[config.mk]
export PLATFORM = sky130hd
export DESIGN_NAME = can_accept_steer
export DESIGN_NICKNAME = d
export VERILOG_FILES = /design/src/rtl/can_accept_pkg.sv /design/src/rtl/can_filt_regs.sv /design/src/rtl/can_id_match.sv /design/src/rtl/can_buf_steer.sv /design/src/rtl/can_accept_steer.sv
export SDC_FILE = /design/constraint.sdc
export NUM_CORES = 1
export LEC_CHECK = 0
export BUFFER_PORTS_ARGS = -buffer_cell sky130_fd_sc_hd__buf_2
export CAP_MARGIN = 10
export CORE_MARGIN = 2
export CORE_UTILIZATION = 63
export CTS_BUF_LIST = sky130_fd_sc_hd__clkbuf_8
export DETAILED_ROUTE_END_ITERATION = 10
export GPL_TIMING_DRIVEN = 0
export PLACE_DENSITY = 0.84
export REMOVE_ABC_BUFFERS = 1
export SLEW_MARGIN = 25
export SYNTH_ARGS = -nofsm -noshare
export SYNTH_HDL_FRONTEND = slang
export SYNTH_SLANG_ARGS = --single-unit
[constraint.sdc]
create_clock -name clk -period 3.35 [get_ports clk]
set_clock_uncertainty 0.1 [all_clocks]
set_input_delay 0.67 -clock clk [delete_from_list [all_inputs] [get_ports clk]]
set_output_delay 0.67 -clock clk [all_outputs]
set_load 0.01 [all_outputs]
[src/rtl/can_accept_pkg.sv]
package can_accept_pkg;
  localparam int ID_W     = 29;
  localparam int SID_W    = 11;
  localparam int DB_W     = 16;
  localparam int NUM_FILT = 6;
  localparam int NUM_B0   = 2;
  localparam int NUM_REG  = NUM_FILT + 2;
  localparam int SEL_W    = $clog2(NUM_REG);
  localparam int IDX_W    = 3;
  localparam logic [IDX_W-1:0] IDX_NONE = '1;
  localparam logic [1:0] MODE_ALL = 2'b11;

  typedef struct packed {
    logic            ide;
    logic [ID_W-1:0] id;
  } acc_reg_t;

  typedef struct packed {
    logic            ide;
    logic            rtr;
    logic [ID_W-1:0] id;
    logic [DB_W-1:0] db;
  } frame_t;
endpackage

[src/rtl/can_filt_regs.sv]
module can_filt_regs
  import can_accept_pkg::*;
(
  input  logic                       clk,
  input  logic                       rst_n,
  input  logic                       cfg_mode,
  input  logic                       wr_en,
  input  logic [SEL_W-1:0]           wr_sel,
  input  acc_reg_t                   wr_data,
  input  logic [SEL_W-1:0]           rd_sel,
  output acc_reg_t                   rd_data,
  output logic [ID_W-1:0]            mask0_o,
  output logic [ID_W-1:0]            mask1_o,
  output acc_reg_t [NUM_FILT-1:0]    filt_o
);
  acc_reg_t [NUM_REG-1:0] regs_q, regs_d;

  always_comb begin
    regs_d = regs_q;
    if (cfg_mode && wr_en) regs_d[wr_sel] = wr_data;
  end

  always_ff @(posedge clk or negedge rst_n) begin
    if (!rst_n) regs_q <= '0;
    else        regs_q <= regs_d;
  end

  assign rd_data = cfg_mode ? regs_q[rd_sel] : '0;
  assign mask0_o = regs_q[0].id;
  assign mask1_o = regs_q[1].id;

  for (genvar g = 0; g < NUM_FILT; g++) begin : g_filt
    assign filt_o[g] = regs_q[g+2];
  end
endmodule

[src/rtl/can_id_match.sv]
module can_id_match
  import can_accept_pkg::*;
(
  input  logic [ID_W-1:0] mask_id,
  input  acc_reg_t        filt,
  input  frame_t          frm,
  output logic            hit
);
  logic [ID_W-1:0] diff;
  logic [DB_W-1:0] ddiff;

  always_comb begin
    diff  = (frm.id ^ filt.id) & mask_id;
    ddiff = (frm.db ^ filt.id[DB_W-1:0]) & mask_id[DB_W-1:0];
    if (filt.ide != frm.ide)
      hit = 1'b0;
    else if (frm.ide)
      hit = (diff == '0);
    else
      hit = (diff[ID_W-1 -: SID_W] == '0) && (frm.rtr || (ddiff == '0));
  end
endmodule

[src/rtl/can_buf_steer.sv]
module can_buf_steer
  import can_accept_pkg::*;
(
  input  logic                clk,
  input  logic                rst_n,
  input  logic                frm_valid,
  input  logic [NUM_FILT-1:0] hit,
  input  logic [1:0]          mode0,
  input  logic [1:0]          mode1,
  input  logic                roll_en,
  input  logic [1:0]          full,
  output logic                load0_o,
  output logic                load1_o,
  output logic [IDX_W-1:0]    idx_o,
  output logic                ovf_o,
  output logic                irq_o
);
  logic [IDX_W-1:0] idx0, idx1, idx_d, idx_q;
  logic acc0, acc1, to1, ld0, ld1, ovf, irq_d;
  logic ld0_q, ld1_q, ovf_q, irq_q;

  always_comb begin
    idx0 = IDX_NONE;
    idx1 = IDX_NONE;
    for (int i = NUM_B0-1; i >= 0; i--)
      if (hit[i]) idx0 = IDX_W'(i);
    for (int i = NUM_FILT-1; i >= NUM_B0; i--)
      if (hit[i]) idx1 = IDX_W'(i);
    if (mode0 == MODE_ALL) idx0 = IDX_NONE;
    if (mode1 == MODE_ALL) idx1 = IDX_NONE;
    acc0 = (mode0 == MODE_ALL) || (|hit[NUM_B0-1:0]);
    acc1 = (mode1 == MODE_ALL) || (|hit[NUM_FILT-1:NUM_B0]);

    ld0   = 1'b0;
    ld1   = 1'b0;
    ovf   = 1'b0;
    to1   = 1'b0;
    idx_d = idx_q;
    if (frm_valid && (acc0 || acc1)) begin
      to1 = acc0 ? (roll_en && full[0]) : 1'b1;
      if (full[to1]) ovf = 1'b1;
      else begin
        ld0   = !to1;
        ld1   = to1;
        idx_d = acc0 ? idx0 : idx1;
      end
    end
    irq_d = ld0 || ld1 || (|full);
  end

  always_ff @(posedge clk or negedge rst_n) begin
    if (!rst_n) begin
      ld0_q <= 1'b0;
      ld1_q <= 1'b0;
      ovf_q <= 1'b0;
      irq_q <= 1'b0;
    end else begin
      ld0_q <= ld0;
      ld1_q <= ld1;
      ovf_q <= ovf;
      irq_q <= irq_d;
    end
  end

  always_ff @(posedge clk or negedge rst_n) begin
    if (!rst_n)          idx_q <= '0;
    else if (ld0 || ld1) idx_q <= idx_d;
  end

  assign load0_o = ld0_q;
  assign load1_o = ld1_q;
  assign ovf_o   = ovf_q;
  assign irq_o   = irq_q;
  assign idx_o   = idx_q;
endmodule

[src/rtl/can_accept_steer.sv]
module can_accept_steer
  import can_accept_pkg::*;
(
  input  logic             clk,
  input  logic             rst_n,
  input  logic             cfg_mode,
  input  logic             cfg_wr_en,
  input  logic [2:0]       cfg_wr_sel,
  input  logic             cfg_wr_ide,
  input  logic [28:0]      cfg_wr_bits,
  input  logic [2:0]       cfg_rd_sel,
  output logic             cfg_rd_ide,
  output logic [28:0]      cfg_rd_bits,
  input  logic [1:0]       buf0_mode,
  input  logic [1:0]       buf1_mode,
  input  logic             rollover_en,
  input  logic             frm_valid,
  input  logic             frm_ide,
  input  logic             frm_rtr,
  input  logic [28:0]      frm_id,
  input  logic [15:0]      frm_data,
  input  logic [1:0]       buf_full,
  output logic             load0,
  output logic             load1,
  output logic [2:0]       hit_idx,
  output logic             overflow,
  output logic             irq_req
);
  acc_reg_t                wr_data, rd_data;
  logic [ID_W-1:0]         mask0, mask1;
  acc_reg_t [NUM_FILT-1:0] filt;
  logic [NUM_FILT-1:0]     hit;
  frame_t                  frm;

  assign wr_data     = '{ide: cfg_wr_ide, id: cfg_wr_bits};
  assign cfg_rd_ide  = rd_data.ide;
  assign cfg_rd_bits = rd_data.id;
  assign frm         = '{ide: frm_ide, rtr: frm_rtr, id: frm_id, db: frm_data};

  can_filt_regs u_regs (
    .clk     (clk),
    .rst_n   (rst_n),
    .cfg_mode(cfg_mode),
    .wr_en   (cfg_wr_en),
    .wr_sel  (cfg_wr_sel),
    .wr_data (wr_data),
    .rd_sel  (cfg_rd_sel),
    .rd_data (rd_data),
    .mask0_o (mask0),
    .mask1_o (mask1),
    .filt_o  (filt)
  );

  for (genvar g = 0; g < NUM_FILT; g++) begin : g_match
    can_id_match u_match (
      .mask_id(g < NUM_B0 ? mask0 : mask1),
      .filt   (filt[g]),
      .frm    (frm),
      .hit    (hit[g])
    );
  end

  can_buf_steer u_steer (
    .clk      (clk),
    .rst_n    (rst_n),
    .frm_valid(frm_valid),
    .hit      (hit),
    .mode0    (buf0_mode),
    .mode1    (buf1_mode),
    .roll_en  (rollover_en),
    .full     (buf_full),
    .load0_o  (load0),
    .load1_o  (load1),
    .idx_o    (hit_idx),
    .ovf_o    (overflow),
    .irq_o    (irq_req)
  );
endmodule

# == Word level (Yosys, flattened, before mapping) ==
# Index checks and enable logic that the tools add are counted.
# totals
wordCells,138
reg_bits,247
inputBits,95
out_inout_bits,37
# classes
mux,36
bitwise,25
magnitude_cmp,4
eq_ne,8
reduce_logical,44
# op_table
op,n
$bwmux 240,1
$and 29x29->29,6
$logic_not 29->1,6
$xor 29x29->29,6
$and 16x16->16,6
$logic_not 16->1,6
$xor 16x16->16,6
$bmux 30 s3,1
$demux 30 s3,1
$mux 30,3
$logic_not 11->1,6
$mux 1,21
$mux 3,7
$logic_or 1x1->1,11
$logic_and 1x1->1,10
$lt 3x4->1 const B,2
$ne 1x1->1,6
$eq 2x2->1 const B,2
$mux 2,2
$reduce_or 2->1,2
$reduce_or 4->1,1
$ge 3x1->1 const B,1
$reduce_and 3->1,1
$lt 1x2->1 const B,1
other kinds (2),2

# == Longest topological paths before layout ==
# depth
depth_word,16
depth_mapped,10
ltp_nobuf,9

# == By module ==
# A second synthesis with hierarchy kept.
# unflattened
hier_cells,1470
area_unflattened_um2,17235.3
# by_module_without_submodules
mod,area_per_inst_um2,seq_area_each_um2,cells_per_inst,instances
can_filt_regs,12933.7,6005.8,963,1
can_id_match,654.4,0.0,79,6
can_buf_steer,375.4,175.2,33,1

# == Worst setup path before layout ==
# Ideal clock, no wire load.
# synth_path
path_kind,input to output
start,input cfg_rd_sel[1]
end,output cfg_rd_bits[27]
arrival_ns,2.178
t_required_ns,2.580
path_buffers,3
path_stages,6
path_slack_ns,0.402
cell_sequence,clkbuf_1 clkbuf_1 clkbuf_1 mux4_2 mux2i_1 nor2b_1
# synth_between
elab_chain_cells,3
# synth_lines
item,line,text
start: declaration,can_accept_steer.sv:11,"input logic [2:0] cfg_rd_sel,"
$bmux 30 s3,can_filt_regs.sv:28,assign rd_data = cfg_mode ? regs_q[rd_sel] : '0;
$mux 30 (implied by the code),can_filt_regs.sv:28,
$mux 30,can_filt_regs.sv:28,
end: declaration,can_accept_steer.sv:13,"output logic [28:0] cfg_rd_bits,"
# No other way between the ends. The select of a mux whose other input is x is not followed.

# == Worst setup path after layout ==
# layout_path
start,input cfg_rd_sel[0]
end,output cfg_rd_bits[12]
# Same word-level chain as after synthesis.

==> results by group <==
Place
  – Input/output buffers: 131
  – Placed cells: 1,598
  – DP HPWL: between 30,000 and 40,000 um
  – GP Congestion: 1.017

Synth
  – Mapped Cells: 1,221
  – YS warnings: 0
  – FFs w/ async S/R, synth: 100.0%
  – Mean area per synthesized cell: 12.52 um2
  – Syn Std Cell Area: 15,280 um2
  – Number of synthesized flops with an enable pin: 0
  – Commonest register cell after synthesis: dfrtp_1
  – Synth unique cells: 42
  – Flops & latches, synth: about 250
  – Seq/Total Area, Yosys: just over 40%

Setup path
  – Crit-path max FO: 33
  – Req. time, crit path: 2580 ps
  – Setup crit end kind: output port
  – R2r startpoint: u_regs.filt_o[64]
  – Start point of the critical path: cfg_rd_sel[0]
  – Worst path slowest cell: mux4_2
  – Reg2reg end: u_steer.idx_o[2]
  – Critical Path, Cell by Cell: buf_6 > buf_16 > mux4_2 > mux2i_1 > nor2b_1 > buf_2
  – R2R Setup Slk: 200 ps
  – CP peak stage delay: 540 ps
  – Setup CP Type: primary input to output port
  – Crit path DAT: 2460 ps
  – Reg2Reg Depth: 9
  – Setup crit start kind: primary input

STA
  – Setup violators final: 0
  – Max Slew Vio Count: 0
  – Fmax: 0.3100 GHz
  – RSZ-0062 raised after global routing: false
  – Fin crit share: just under 100%
  – Final hold viol count: 0
  – Slew of the pin with the lowest slew margin: about 800 ps
  – Relative slew slack: between 40 and 50%
  – Fin crit period: 3225 ps

Layout
  – Fin util: between 70 and 80%
  – Most frequent cells in the layout: xor2_1, dfrtp_1, mux2_2
  – Most common cell after layout, fill and taps aside: xor2_1
  – Area growth syn-to-layout: 12.15%
  – Final Non-Filler Cells: roughly 1,700
  – Fin nets: approximately 1,400
  – Fraction of layout cells with a size suffix above 1: 39.94%

Detailed routing
  – First-pass detailed-route iteration total: 5
  – DRC viols: 0
  – Vias/cell: roughly 6.6
  – Avg WL per Cell: 27.31 um
  – DR iter-0 viols: 991
  – Detailed-route via count: 11,040
  – Post-Route WL: 45,690 um
  – Antenna-violating nets left: 0

GRT
  – Vias in the first global route: 11,600
  – Largest net degree at the start of global routing: 95
  – GRT Overall Usage: 36.01%
  – GR Overflow Total: 0
  – Antenna violations before repair: 3
  – Global-route wire length before repair: roughly 70,000 um

CTS
  – CTS Sinks: 247
  – Clock Pin Slew Worst Setup and Hold Paths: 60 ps
  – CTS Hold Bufs: 1
  – Post CTS Setup Buffer Count: 0
  – Clock insertion delay at the later pin of the skew report: 570 ps
  – TritonCTS clock tree: built
  – Clock tree buffer depth: 3
  – Clock Tree Root: clkbuf_8
  – # H-tree levels: 2
  – Post_cts resized: 0
  – Total CTS buffers: 43

Run status
  – Outcome: finished, final reports clean

Floorplanning
  – CORE AREA: about 24,000 um2
  – Die area: 25,520 um2
  – Cell Rows: 56
  – Starting density of the core: 64.72%
  – Die height: ~160 um
  – Die X-Extent: between 150 and 200 um
  – # IOs: around 130

Hold path
  – Hold path start: buf_full[1]
  – Worst Hold Depth: 2
  – Hold WC Path Type: primary input to flop
  – Worst Hold Path EP: u_steer.load1_o

Power
  – Peak supply drop: 471.9 uV
  – Total Power: 0.01071 W
  – Pleak: 7.730 nW
  – Pwr/cell area: 624.9 nW/um2

Job
  – Max Cap Viol: 0
## power by group
| part | internal [W] | switching [W] | total (W) |
|---|---|---|---|
| Clock | 0.00142 | 0.00123 | 0.00265 |
| Combinational | 0.00174 | 0.00157 | 0.00331 |
| Sequential | 0.00368 | 0.00107 | 0.00475 |
## critical path: cells and delay by family
family / cells / cell delay (ps)
muxes: 2 / 850
buffers and inverters: 3 / 790
and+or+nand+nor: 1 / 80
## sequential cells by signal (all words and copies together), names as in the netlist
| register | count |
|---|---|
| u_steer.irq_o | 1 |
| u_regs.mask1_o | 29 |
| u_steer.load0_o | 1 |
| u_steer.idx_o | 3 |
| u_steer.load1_o | 1 |
| u_regs.mask0_o | 29 |
| u_regs.regs_q | 2 |
| u_regs.filt_o | 180 |
| u_steer.ovf_o | 1 |
## how the worst max path moves through the flow
| stage | slack, ps | endpoint | cells after the start |
|---|---|---|---|
| CTS | 140 | cfg_rd_bits[12] | 6 |
| finish | 120 | cfg_rd_bits[12] | 6 |
| global route | 50 | cfg_rd_bits[12] | 6 |
| global placement | -5890 | u_regs.regs_q[59] | 4 |
| floorplan | -1290 | u_regs.mask1_o[0] | 3 |
| detailed placement | -370 | u_regs.mask1_o[17] | 7 |
## synthesized netlist by cell type, drive strengths merged (8+ instances only)
| library cell | instances | area (um2) |
|---|---|---|
| a22oi | 90 | 675.7 |
| clkbuf | 47 | 176.4 |
| a222oi | 8 | 80.08 |
| xor2 | 270 | 2365 |
| a22o | 17 | 148.9 |
| nor2b | 31 | 193.9 |
| mux2i | 30 | 300.3 |
| dfrtp | 247 | 6181 |
| mux4 | 60 | 1351 |
| a221oi | 15 | 162.6 |
| nor2 | 10 | 37.54 |
| nand4 | 25 | 162.6 |
| nand2 | 19 | 71.32 |
| buf | 60 | 315.3 |
| mux2 | 243 | 2748 |
## through the flow
stage	hold WS, ps	setup slack (ps)	setup TNS, ps	cell area, um2
floorplan	274.4	-1292	-64050	14790
global placement	385.3	-5892	-1379200	15850
detailed placement	392.6	-373.6	-3596	16310
CTS	193.1	137.8	0	17130
global route	189.6	46.29	0	17130
finish	202.8	124.6	0	17140
## logic make-up after synthesis
family | synth area share [%]
AND/OR/NAND/NOR | 3.930
XOR/XNOR | 15.47
AO/OA/AOI/OAI | 8.073
multiplexers | 28.79
flip-flops | 40.45
buffers and inverters | 3.291
## area by class of cell
| cell class | instances | area, um2 |
|---|---|---|
| well taps | 319 | 399.1 |
| fillers | 1646 | 6474 |
| multi-input cells | 864 | 8643 |
| inverters | 3 | 11.26 |
| clock buffers | 53 | 729.5 |
| diodes | 2 | 5.005 |
| clock inverters | 19 | 83.83 |
| repair buffers | 166 | 1086 |
| flip-flops and latches | 247 | 6181 |
## metal layers
layer | share of wire (%) | vias up | wire, um | track usage (%)
met5 | 0.026 | - | 12 | 0
met4 | 5.6 | 2 | 2579 | 18.02
met3 | 7.1 | 168 | 3261 | 6.416
met2 | 49 | 547 | 22320 | 60.63
met1 | 38 | 5626 | 17520 | 45.02
li1 | - | 4696 | - | -
No activity file was read; power rests on OpenSTA's default activity.
